File: config.mk
export PLATFORM = sky130hd
export DESIGN_NAME = ringcap_dma
export DESIGN_NICKNAME = d
export VERILOG_FILES = /design/src/rtl/ringcap_pkg.sv /design/src/rtl/ringcap_regs.sv /design/src/rtl/ringcap_seq.sv /design/src/rtl/ringcap_ptr.sv /design/src/rtl/ringcap_dma.sv
export SDC_FILE = /design/constraint.sdc
export NUM_CORES = 1
export LEC_CHECK = 0
export CAP_MARGIN = 0
export CELL_PAD_IN_SITES_DETAIL_PLACEMENT = 0
export CELL_PAD_IN_SITES_GLOBAL_PLACEMENT = 1
export CORE_MARGIN = 2
export CORE_UTILIZATION = 34
export CTS_CLUSTER_SIZE = 20
export DETAILED_ROUTE_END_ITERATION = 10
export GPL_ROUTABILITY_DRIVEN = 0
export HOLD_SLACK_MARGIN = 0.1
export PLACE_DENSITY = 0.74
export SLEW_MARGIN = 20
export SYNTH_ARGS = -nofsm -noshare
export SYNTH_HDL_FRONTEND = slang
export SYNTH_SLANG_ARGS = --single-unit
File: constraint.sdc
create_clock -name clk -period 2.9 [get_ports clk]
set_input_delay 0.435 -clock clk [delete_from_list [all_inputs] [get_ports clk]]
set_output_delay 0.435 -clock clk [all_outputs]
set_load 0.005 [all_outputs]
File: src/rtl/ringcap_pkg.sv
package ringcap_pkg;
   typedef enum logic [1:0] {
      ST_IDLE  = 2'd0,
      ST_FETCH = 2'd1,
      ST_WRITE = 2'd2
   } xfer_st_e;

   localparam logic [1:0] REG_CTRL = 2'd0;
   localparam logic [1:0] REG_BASE = 2'd1;
   localparam logic [1:0] REG_LEN  = 2'd2;
   localparam logic [1:0] REG_STAT = 2'd3;

   localparam int CTRL_EN_BIT  = 0;
   localparam int CTRL_IE_BIT  = 1;
   localparam int STAT_DONE_BIT = 0;
   localparam int STAT_OVR_BIT  = 1;
   localparam int STAT_IDX_LSB  = 16;
endpackage

File: src/rtl/ringcap_regs.sv
module ringcap_regs
   import ringcap_pkg::*;
#(
   parameter int ADDR_W = 32,
   parameter int IDX_W  = 16,
   parameter int CFG_W  = 32
) (
   input  logic              clk,
   input  logic              rst_n,
   input  logic              cfg_we,
   input  logic [1:0]        cfg_addr,
   input  logic [CFG_W-1:0]  cfg_wdata,
   output logic [CFG_W-1:0]  cfg_rdata,
   input  logic [IDX_W-1:0]  idx,
   input  logic              wrap_evt,
   input  logic              ovr_evt,
   output logic              en,
   output logic              irq_en,
   output logic [ADDR_W-1:0] base,
   output logic [IDX_W-1:0]  len,
   output logic              irq
);
   generate
      if (ADDR_W > CFG_W) begin : g_bad_addr
         $error("ringcap_regs: ADDR_W must not exceed CFG_W");
      end
      if (IDX_W + STAT_IDX_LSB > CFG_W) begin : g_bad_idx
         $error("ringcap_regs: IDX_W does not fit the status word");
      end
   endgenerate

   logic done_q, ovr_q;
   logic wr_ctrl, wr_base, wr_len, wr_stat;

   assign wr_ctrl = cfg_we && (cfg_addr == REG_CTRL);
   assign wr_base = cfg_we && (cfg_addr == REG_BASE);
   assign wr_len  = cfg_we && (cfg_addr == REG_LEN);
   assign wr_stat = cfg_we && (cfg_addr == REG_STAT);

   always_ff @(posedge clk or negedge rst_n) begin
      if (!rst_n) begin
         en     <= 1'b0;
         irq_en <= 1'b0;
         base   <= '0;
         len    <= '0;
      end else begin
         if (wr_ctrl) begin
            en     <= cfg_wdata[CTRL_EN_BIT];
            irq_en <= cfg_wdata[CTRL_IE_BIT];
         end
         if (wr_base) base <= cfg_wdata[ADDR_W-1:0];
         if (wr_len)  len  <= cfg_wdata[IDX_W-1:0];
      end
   end

   // sticky flags: a new event in the same cycle beats a clear
   always_ff @(posedge clk or negedge rst_n) begin
      if (!rst_n) begin
         done_q <= 1'b0;
         ovr_q  <= 1'b0;
      end else begin
         done_q <= wrap_evt | (done_q & ~(wr_stat & cfg_wdata[STAT_DONE_BIT]));
         ovr_q  <= ovr_evt  | (ovr_q  & ~(wr_stat & cfg_wdata[STAT_OVR_BIT]));
      end
   end

   assign irq = done_q & irq_en;

   always_comb begin
      cfg_rdata = '0;
      unique case (cfg_addr)
         REG_CTRL: begin
            cfg_rdata[CTRL_EN_BIT] = en;
            cfg_rdata[CTRL_IE_BIT] = irq_en;
         end
         REG_BASE: cfg_rdata[ADDR_W-1:0] = base;
         REG_LEN:  cfg_rdata[IDX_W-1:0]  = len;
         REG_STAT: begin
            cfg_rdata[STAT_DONE_BIT] = done_q;
            cfg_rdata[STAT_OVR_BIT]  = ovr_q;
            cfg_rdata[STAT_IDX_LSB +: IDX_W] = idx;
         end
         default: cfg_rdata = '0;
      endcase
   end

   a_r6_wrap_sets_done: assert property (@(posedge clk) disable iff (!rst_n)
      wrap_evt |=> done_q);
   a_r6_clear_done: assert property (@(posedge clk) disable iff (!rst_n)
      (wr_stat && cfg_wdata[STAT_DONE_BIT] && !wrap_evt) |=> !done_q);
   a_r8_overrun_sticky: assert property (@(posedge clk) disable iff (!rst_n)
      ovr_evt |=> ovr_q);
endmodule

File: src/rtl/ringcap_seq.sv
module ringcap_seq
   import ringcap_pkg::*;
#(
   parameter int DATA_W = 8
) (
   input  logic              clk,
   input  logic              rst_n,
   input  logic              en,
   input  logic              trig,
   output logic              src_rd,
   input  logic [DATA_W-1:0] src_data,
   output logic              mem_valid,
   output logic [DATA_W-1:0] mem_data,
   input  logic              mem_ready,
   output logic              accept,
   output logic              ovr_evt,
   output logic              idle
);
   xfer_st_e st_q, st_d;
   logic [DATA_W-1:0] hold_q;

   always_comb begin
      st_d = st_q;
      unique case (st_q)
         ST_IDLE:  if (trig && en) st_d = ST_FETCH;
         ST_FETCH: st_d = ST_WRITE;
         ST_WRITE: if (mem_ready) st_d = ST_IDLE;
         default:  st_d = ST_IDLE;
      endcase
   end

   always_ff @(posedge clk or negedge rst_n) begin
      if (!rst_n) begin
         st_q   <= ST_IDLE;
         hold_q <= '0;
      end else begin
         st_q <= st_d;
         if (st_q == ST_FETCH) hold_q <= src_data;
      end
   end

   assign idle      = (st_q == ST_IDLE);
   assign src_rd    = (st_q == ST_FETCH);
   assign mem_valid = (st_q == ST_WRITE);
   assign mem_data  = hold_q;
   assign accept    = mem_valid && mem_ready;
   assign ovr_evt   = trig && en && !idle;

   a_r2_single_read: assert property (@(posedge clk) disable iff (!rst_n)
      src_rd |=> !src_rd);
   a_r3_read_then_write: assert property (@(posedge clk) disable iff (!rst_n)
      src_rd |=> (mem_valid && mem_data == $past(src_data)));
   a_r8_no_restart: assert property (@(posedge clk) disable iff (!rst_n)
      (trig && !idle) |=> !src_rd);
endmodule

File: src/rtl/ringcap_ptr.sv
module ringcap_ptr #(
   parameter int ADDR_W    = 32,
   parameter int IDX_W     = 16,
   parameter int ELEM_BYTES = 1
) (
   input  logic              clk,
   input  logic              rst_n,
   input  logic              en,
   input  logic              idle,
   input  logic              accept,
   input  logic [IDX_W-1:0]  len,
   input  logic [ADDR_W-1:0] base,
   output logic [IDX_W-1:0]  idx,
   output logic              wrap_evt,
   output logic [ADDR_W-1:0] mem_addr
);
   localparam bit POW2 = ((ELEM_BYTES & (ELEM_BYTES - 1)) == 0);
   localparam int STEP_SH = $clog2(ELEM_BYTES);

   generate
      if (ELEM_BYTES < 1) begin : g_bad_elem
         $error("ringcap_ptr: ELEM_BYTES must be at least 1");
      end
   endgenerate

   logic [IDX_W:0]    nxt;
   logic              last;
   logic [ADDR_W-1:0] idx_ext, offset;

   assign nxt  = {1'b0, idx} + 1'b1;
   assign last = (nxt >= {1'b0, len});
   assign wrap_evt = accept && last;

   always_ff @(posedge clk or negedge rst_n) begin
      if (!rst_n) begin
         idx <= '0;
      end else if (accept) begin
         idx <= last ? '0 : nxt[IDX_W-1:0];
      end else if (!en && idle) begin
         idx <= '0;
      end
   end

   assign idx_ext = ADDR_W'(idx);

   generate
      if (POW2) begin : g_shift
         assign offset = idx_ext << STEP_SH;
      end else begin : g_mult
         assign offset = idx_ext * ADDR_W'(ELEM_BYTES);
      end
   endgenerate

   assign mem_addr = base + offset;

   a_r5_wrap_to_base: assert property (@(posedge clk) disable iff (!rst_n)
      wrap_evt |=> (idx == '0));
   a_r4_idx_only_on_accept: assert property (@(posedge clk) disable iff (!rst_n)
      (!accept && en) |=> $stable(idx));
   a_r9_idle_disable_clears: assert property (@(posedge clk) disable iff (!rst_n)
      (!en && idle) |=> (idx == '0));
endmodule

File: src/rtl/ringcap_dma.sv
module ringcap_dma
   import ringcap_pkg::*;
#(
   parameter int          ADDR_W   = 32,
   parameter int          DATA_W   = 8,
   parameter int          IDX_W    = 16,
   parameter int          CFG_W    = 32,
   parameter logic [31:0] SRC_ADDR = 32'h4001_0010
) (
   input  logic              clk,
   input  logic              rst_n,
   input  logic              cfg_we,
   input  logic [1:0]        cfg_addr,
   input  logic [CFG_W-1:0]  cfg_wdata,
   output logic [CFG_W-1:0]  cfg_rdata,
   input  logic              trig,
   output logic              src_rd,
   output logic [ADDR_W-1:0] src_addr,
   input  logic [DATA_W-1:0] src_data,
   output logic              mem_valid,
   output logic [ADDR_W-1:0] mem_addr,
   output logic [DATA_W-1:0] mem_data,
   input  logic              mem_ready,
   output logic              irq
);
   localparam int ELEM_BYTES = DATA_W / 8;

   generate
      if (DATA_W % 8 != 0 || DATA_W < 8) begin : g_bad_data
         $error("ringcap_dma: DATA_W must be a whole number of bytes");
      end
      if (IDX_W < 10) begin : g_small_idx
         $error("ringcap_dma: IDX_W too small for an 800-element ring");
      end
   endgenerate

   logic              en, irq_en, accept, ovr_evt, idle, wrap_evt;
   logic [ADDR_W-1:0] base;
   logic [IDX_W-1:0]  len, idx;

   assign src_addr = ADDR_W'(SRC_ADDR);

   ringcap_regs #(.ADDR_W(ADDR_W), .IDX_W(IDX_W), .CFG_W(CFG_W)) u_regs (
      .clk(clk), .rst_n(rst_n),
      .cfg_we(cfg_we), .cfg_addr(cfg_addr), .cfg_wdata(cfg_wdata),
      .cfg_rdata(cfg_rdata),
      .idx(idx), .wrap_evt(wrap_evt), .ovr_evt(ovr_evt),
      .en(en), .irq_en(irq_en), .base(base), .len(len), .irq(irq)
   );

   ringcap_seq #(.DATA_W(DATA_W)) u_seq (
      .clk(clk), .rst_n(rst_n), .en(en), .trig(trig),
      .src_rd(src_rd), .src_data(src_data),
      .mem_valid(mem_valid), .mem_data(mem_data), .mem_ready(mem_ready),
      .accept(accept), .ovr_evt(ovr_evt), .idle(idle)
   );

   ringcap_ptr #(.ADDR_W(ADDR_W), .IDX_W(IDX_W), .ELEM_BYTES(ELEM_BYTES)) u_ptr (
      .clk(clk), .rst_n(rst_n), .en(en), .idle(idle), .accept(accept),
      .len(len), .base(base), .idx(idx), .wrap_evt(wrap_evt),
      .mem_addr(mem_addr)
   );

   a_r4_hold_request: assert property (@(posedge clk) disable iff (!rst_n)
      (mem_valid && !mem_ready) |=>
         (mem_valid && $stable(mem_addr) && $stable(mem_data)));
   a_r7_irq_needs_enable: assert property (@(posedge clk) disable iff (!rst_n)
      irq |-> irq_en);
   a_r9_disabled_no_start: assert property (@(posedge clk) disable iff (!rst_n)
      (trig && !en && !src_rd && !mem_valid) |=> !src_rd);
endmodule

==> results.py, run 1 <==
metrics = {
    "timing": {
        "fin_ws_ps": -304,
        "slew_headroom_pct": 50.4,
        "tns_ps": -3360,
        "post-route-min-period_ps": 3200,
        "post-route-period-util_pct": 110,
        "maxSlewViolCount": 0,
        "finClkSkew_ps": 7.44,
        "max_freq_ghz": 0.312,
        "rsz0062_at_grt": "true",
        "hold_viol_final": 0,
        "setup_viol": 27,
        "worstMarginPinSlew_ps": 745,
    },
    "yosys": {
        "synth-compound-area-share_pct": 17.8,
        "synth_cells": 555,
        "yosys.area_share.xor_xnor_pct": 6.55,
        "synth-edff-count": 0,
        "synth-simple-area-share_pct": 11.5,
        "synth_top_family_by_area": "compound AO/OA/AOI/OAI gates",
        "synthFlopType": "dfrtp_1",
        "synth_cell_type_count": 63,
        "ys_seq_area_share_pct": 34.8,
        "synthMuxAreaShare_pct": 12.0,
        "avgSynthCellArea_um2": 10.1,
        "synth_seq_cells": 78,
        "synth_fa_ha_area_share_pct": 8.82,
        "async_flop_share_pct": 100,
        "yosys_warnings": 0,
        "synth.cell_area_um2": 5620,
    },
    "layout": {
        "mostFrequentLayoutCells": "buf_4, clkdlybuf4s50_1, dfrtp_1, mux2_2, inv_1",
        "diodes": 0,
        "layout.cells.non_filler": 1005,
        "syn_to_final_growth_pct": 53.5,
        "fin_util_pct": 53.9,
        "num-nets-final": 870,
        "drive_gt1_share_pct": 40.2,
        "final_common_cell": "buf_4",
        "fill_cells": 1441,
    },
    "floorplanning": {
        "num_rows": 46,
        "io_pins": 154,
        "initial_core_util_pct": 35.1,
        "die_x_um": 133,
        "coreArea_um2": 16000,
        "die-area_um2": 17600,
        "die_h_um": 133,
    },
    "grt": {
        "use_met2_pct": 35.0,
        "use_met1_pct": 25.5,
        "grt_max_degree": 79,
        "grt_pass1_vias": 5197,
        "top_usage_layer": "met2",
        "grt_pass1_wl_um": 27800,
        "antenna_found_initial": 0,
        "overflow": 0,
        "track_usage_pct": 19.8,
        "use_met3_pct": 2.80,
    },
    "setup_path": {
        "critPathRequiredTime_ps": 2470,
        "critPathLaunchType": "flop",
        "cp.arrival_ps": 2770,
        "critical_path_class": "flop to primary output",
        "r2r_slack_ps": -220,
        "end_kind": "primary output",
        "path_max_fanout": 3,
    },
    "placement": {
        "port_buffers": 121,
        "hpwl_um": 13300,
        "dp_cells": 957,
    },
    "clock_network": {
        "cts_buffers": 9,
        "cts_htree_levels": 3,
        "cts_tree": "yes",
        "cts_buffer_depth": 2,
        "cts_sinks": 78,
        "root_buffer": "clkbuf_16",
        "clock_latency_ps": 340,
        "holdBufCountCts": 0,
        "clkTransAtPathRegs_ps": 60,
    },
    "run_status": {
        "status": "finished, violations left",
        "violations": "negative setup slack",
    },
    "worst_hold_path": {
        "hold_path.class": "primary input to async pin",
    },
    "detailed_routing": {
        "drt_iter0_markers": 278,
        "vias": 4987,
        "wirelength_um": 17900,
        "drc": 0,
        "avgViaCountPerCell": 4.96,
        "drtPass1Iterations": 4,
        "routedWlPerCell_um": 17.8,
        "drtAntennaViolNets": 0,
    },
    "pwr": {
        "clock_power_share_pct": 27.3,
        "irDropWorstVdd_mv": 0.490,
        "finalPower_uw": 4470,
        "leakage_uw": 0.00387,
        "p_comb_share_pct": 38.7,
        "switching_share_pct": 31.2,
        "seqPwrFrac_pct": 34.0,
        "power.switching_uw": 1390,
        "p_int_uw": 3080,
        "powerDensity_nw_per_um2": 518,
    },
    "run": {
        "maxCapViolations": 0,
    },
}
## power by group through the flow
stage	sequential, µW	combinational [µW]	clock (µW)
3_5_place_dp	1520	1600	0
6_report	1520	1730	1220
2_1_floorplan	1470	743	0
3_3_place_gp	1510	1570	0
4_1_cts	1510	1630	1240
5_1_grt	1550	1880	1290
## cells in the mapped netlist, types with 4 or more instances
master	number	area, µm²
nand4_1	7	43.8
a22oi_1	15	113
or3_1	5	31.3
mux2_2	58	653
a21oi_1	27	135
nor3_1	4	20.0
buf_4	32	240
nand3_1	14	70.1
nand2_1	35	131
nor2_1	12	45.0
nor2b_1	16	100
o21ai_0	6	30.0
xnor2_1	21	184
o21ai_1	7	35.0
and2_1	6	37.5
buf_1	4	15.0
clkbuf_1	12	45.0
a21o_1	12	90.1
xor2_1	21	184
ha_1	38	475
dfrtp_1	78	1950
inv_1	34	128
a22o_1	25	219
a211oi_1	6	45.0
and3_1	4	25.0
## cell type report
class	instances	area, µm²	share of cell area (%)
multi-input combinational	420	3830	44.5
timing repair buffer	241	2100	24.4
sequential	78	1960	22.7
tap	216	270	3.14
clock buffer	10	239	2.77
inverter	34	128	1.48
clock inverter	6	85.1	0.987
## cell families (layout without fill, tap and decap cells)
family	count (synthesis)	count (layout)
muxes	60	60
xor gates and xnor gates	42	42
DFF	78	78
other	2	32
adders and majority gates	39	39
and+or+nand+nor	119	119
AOI/OAI and AO/OA	127	128
buffers and inverters	88	291
## path summary, 6_finish.rpt
path                                           start                     endpoint  cells past startpoint
min                                            rst_n  u_regs.base[15]$_DFFE_PN0P_                      1
max                         u_ptr.idx[0]$_DFFE_PN0P_                 mem_addr[24]                     12
min in group clk           u_seq.st_q[0]$_DFFE_PN0P_    u_seq.st_q[0]$_DFFE_PN0P_                      1
min reg2reg                u_seq.st_q[0]$_DFFE_PN0P_    u_seq.st_q[0]$_DFFE_PN0P_                      1
max in group asynchronous                      rst_n     u_ptr.idx[3]$_DFFE_PN0P_                      1
max reg2reg                 u_ptr.idx[0]$_DFFE_PN0P_     u_ptr.idx[3]$_DFFE_PN0P_                     15
## state kept, by name (all words and copies together), names as in the netlist
signal	flops
u_ptr.idx	16
u_regs.en	1
u_regs.len	16
u_regs.ovr_q	1
u_regs.base	32
u_seq.st_q	2
u_regs.done_q	1
u_seq.mem_data	8
u_regs.irq_en	1
## metrics by stage
| stage | instance area [µm²] | setup slack [ps] | hold WS (ps) |
|---|---|---|---|
| floorplan | 5740 | 31.1 | 139 |
| global placement | 7570 | -222 | 465 |
| detailed placement | 7570 | -264 | 473 |
| CTS | 8260 | -240 | 317 |
| global route | 8620 | -395 | 211 |
| finish | 8620 | -304 | 137 |
## timing repair
item                       in CTS  in global routing
resized for setup             122                 94
cloned                          1                  0
setup buffers                  23                 13
pin swaps                      38                 64
setup endpoints to repair      42                 47
## worst max-delay path, cell delays in order (launching register included)
cell,delay (ps)
dfrtp_1,370
ha_2,200
inv_2,40
fa_2,380
nor2b_4,140
o211ai_1,140
a21boi_2,280
o21ai_4,110
buf_6,130
buf_6,110
a211oi_4,210
xor2_1,190
buf_2,140
## per-layer routing
metal / vias to the layer above / part of all wire (%)
li1: 2390 / -
met1: 2450 / 42
met2: 130 / 52
met3: 17 / 4.9
met4: 0 / 1.2
met5: - / 0
Note: power is estimated with default switching activity, not from simulation.
==> inputs of run 2 (changes only) <==
--- a/config.mk
+++ b/config.mk
@@ -8,11 +8,11 @@
 export CAP_MARGIN = 0
 export CELL_PAD_IN_SITES_DETAIL_PLACEMENT = 0
 export CELL_PAD_IN_SITES_GLOBAL_PLACEMENT = 1
-export CORE_MARGIN = 2
 export CORE_UTILIZATION = 34
 export CTS_CLUSTER_SIZE = 20
 export DETAILED_ROUTE_END_ITERATION = 10
 export GPL_ROUTABILITY_DRIVEN = 0
+export GPL_TIMING_DRIVEN = 0
 export HOLD_SLACK_MARGIN = 0.1
 export PLACE_DENSITY = 0.74
 export SLEW_MARGIN = 20
==> run 2 against run 1 <==
The run still ends with negative setup slack left. Fmax is 1.1% higher. Die area is 3.0% lower. Worst hold slack better by 340 ps. First-iteration DRC count is 6.5% lower. Wire length is 5.9% higher. Sequential cell count stayed put. Register-to-register slack worse by 30 ps. Combinational power hardly changed.
==> results.py, run 2 (synthesis results as in run 1) <==
metrics = {
    "placement": {
        "hpwl_um": 13500,
        "dp_cells": 923,
        "place_area_um2": 7240,
        "port_buffers": 121,
    },
    "setup_path": {
        "crit_path_start": "u_regs.base[0]$_DFFE_PN0P_",
        "end_kind": "primary output",
        "critPathLaunchType": "flop",
        "crit_buf_inv": 3,
        "critPathRequiredTime_ps": 2470,
        "critical_path_class": "flop to primary output",
        "path_max_fanout": 8,
        "cp_cell_sequence": "ha_4, inv_2, fa_2, nor2b_2, o211ai_1, a21boi_2, o21ai_4, buf_6, a2111oi_4, xor2_1, buf_2",
        "r2r_start": "u_ptr.idx[2]$_DFFE_PN0P_",
        "critPathMaxStageDelay_ps": 410,
        "cp.arrival_ps": 2730,
        "cp_slowest_cell": "dfrtp_1",
        "cp_top_family": "compound AO/OA/AOI/OAI gates",
    },
    "layout": {
        "num-nets-final": 898,
        "max_flop_register": "u_regs.base",
        "reg.largest.list": "u_regs.base: 32 flops, u_ptr.idx: 16 flops, u_regs.len: 16 flops",
        "syn_to_final_growth_pct": 58.2,
        "mostFrequentLayoutCells": "buf_4, clkdlybuf4s50_1, dfrtp_1, mux2_2, buf_6",
        "largest_register_ff_count": 32,
        "final_common_cell": "buf_4",
        "fin_area_um2": 8880,
        "diodes": 0,
        "layout.cells.non_filler": 1032,
        "drive_gt1_share_pct": 43.4,
    },
    "run_status": {
        "violations": "negative setup slack",
        "status": "finished, violations left",
    },
    "grt": {
        "grt_pass1_wl_um": 28100,
        "antenna_found_initial": 0,
        "overflow": 0,
        "grt_max_degree": 42,
        "grt_pass1_vias": 5181,
        "track_usage_pct": 22.1,
    },
    "clock_network": {
        "clock_latency_ps": 330,
        "clkTransAtPathRegs_ps": 60,
        "cts_buffer_depth": 2,
        "cts_htree_levels": 3,
        "cts_sinks": 78,
        "root_buffer": "clkbuf_16",
        "cts_tree": "yes",
        "cts_buffers": 9,
    },
    "detailed_routing": {
        "drc": 0,
        "avgViaCountPerCell": 5.04,
        "vias": 5201,
        "drtPass1Iterations": 5,
        "drtAntennaViolNets": 0,
        "wirelength_um": 19000,
        "drt_iter0_markers": 260,
        "routedWlPerCell_um": 18.4,
    },
    "timing": {
        "slew_headroom_pct": 44.5,
        "post-route-period-util_pct": 109,
        "fin_ws_ps": -268,
        "max_freq_ghz": 0.316,
        "hold_viol_final": 0,
        "worstMarginPinSlew_ps": 832,
        "setup_viol": 35,
        "finClkSkew_ps": 3.16,
        "post-route-min-period_ps": 3170,
        "maxSlewViolCount": 0,
        "rsz0062_at_grt": "true",
    },
    "floorplanning": {
        "initial_core_util_pct": 35.1,
        "die_x_um": 131,
        "coreArea_um2": 16000,
        "die-area_um2": 17000,
        "die_h_um": 131,
        "io_pins": 154,
        "num_rows": 46,
    },
    "pwr": {
        "powerDensity_nw_per_um2": 491,
        "irDropWorstVdd_mv": 0.294,
        "leakage_uw": 0.00397,
    },
    "worst_hold_path": {
        "hold_path.class": "flop to flop",
        "holdCritStartpoint": "u_regs.ovr_q$_DFF_PN0_",
    },
    "run": {
        "maxCapViolations": 0,
    },
}
## run 2: cell count changes in the layout (fill, tap and decap cells not counted), sizes merged, moves of 2 or more
cell          delta
clkbuf          +12
buf             +21
bufinv           -2
dlymetal6s2s     -2
dlygate4sd2      +2
clkinv           -2
## run 2: what timing repair did
action                                 4_1_cts  5_1_grt
buffers inserted                            75       26
pin swaps                                   51       65
setup endpoints to repair                   76       54
endpoints found under the hold margin        1        0
gates cloned                                 1        0
gates resized for setup                    209       65
hold buffers                                 1        0
## run 2: worst paths after layout
| check | endpoint | slack [ps] | depth (start not counted) |
|---|---|---|---|
| worst min register to register | u_regs.ovr_q$_DFF_PN0_ | 480 | 2 |
| min in group asynchronous | u_regs.base[29]$_DFFE_PN0P_ | 640 | 2 |
| worst max-delay path | mem_addr[28] | -270 | 11 |
| worst max register to register | u_ptr.idx[15]$_DFFE_PN0P_ | -250 | 12 |
| worst min-delay path | u_regs.ovr_q$_DFF_PN0_ | 480 | 2 |
| max in group asynchronous | u_ptr.idx[0]$_DFFE_PN0P_ | 1650 | 3 |
## run 2: where the power goes
group	total [µW]	internal, µW	leakage (µW)	switching, µW
logic	1710	985	0.00289	725
registers	1540	1310	0.000938	234
clock network	1110	669	0.000140	442
## run 2: area by class of cell
class                      count  area (µm²)
fill                        1411        7120
multi-input combinational    419        3880
sequential                    78        1970
timing repair buffer         220        1960
buffer                        50         380
clock buffer                  13         280
tap                          216         270
inverter                      34         128
clock inverter                 2        15.0
## run 2: metrics by stage
step | hold slack (ps) | total power, µW | TNS [ps] | utilization, % | setup WS, ps
6_report | 481 | 4360 | -5290 | 55.5 | -268
3_5_place_dp | 457 | 2980 | -30110 | 45.3 | -682
5_1_grt | 503 | 4610 | -9720 | 55.5 | -456
2_1_floorplan | 139 | 2220 | 0 | - | 31.1
3_3_place_gp | 464 | 2950 | -131670 | 45.2 | -1340
4_1_cts | 488 | 4280 | -4100 | 53.1 | -287
## run 2: worst reg2reg max path: cells and delay by family, from the launching register on
family / cells / cell delay (ps)
compound gates: 3 / 460
xor+xnor: 1 / 190
buf+inv: 2 / 340
fa+ha+maj: 1 / 330
flops: 1 / 420
simple gates: 5 / 1340
## run 2: per-layer routing
metal  global-route usage, %  up-vias  wire length (µm)
met4                    7.91        0               471
li1                        -     2428                 -
met5                       0        -                 0
met1                    27.8     2527              7730
met3                    4.23       34              1350
met2                    37.8      212              9420
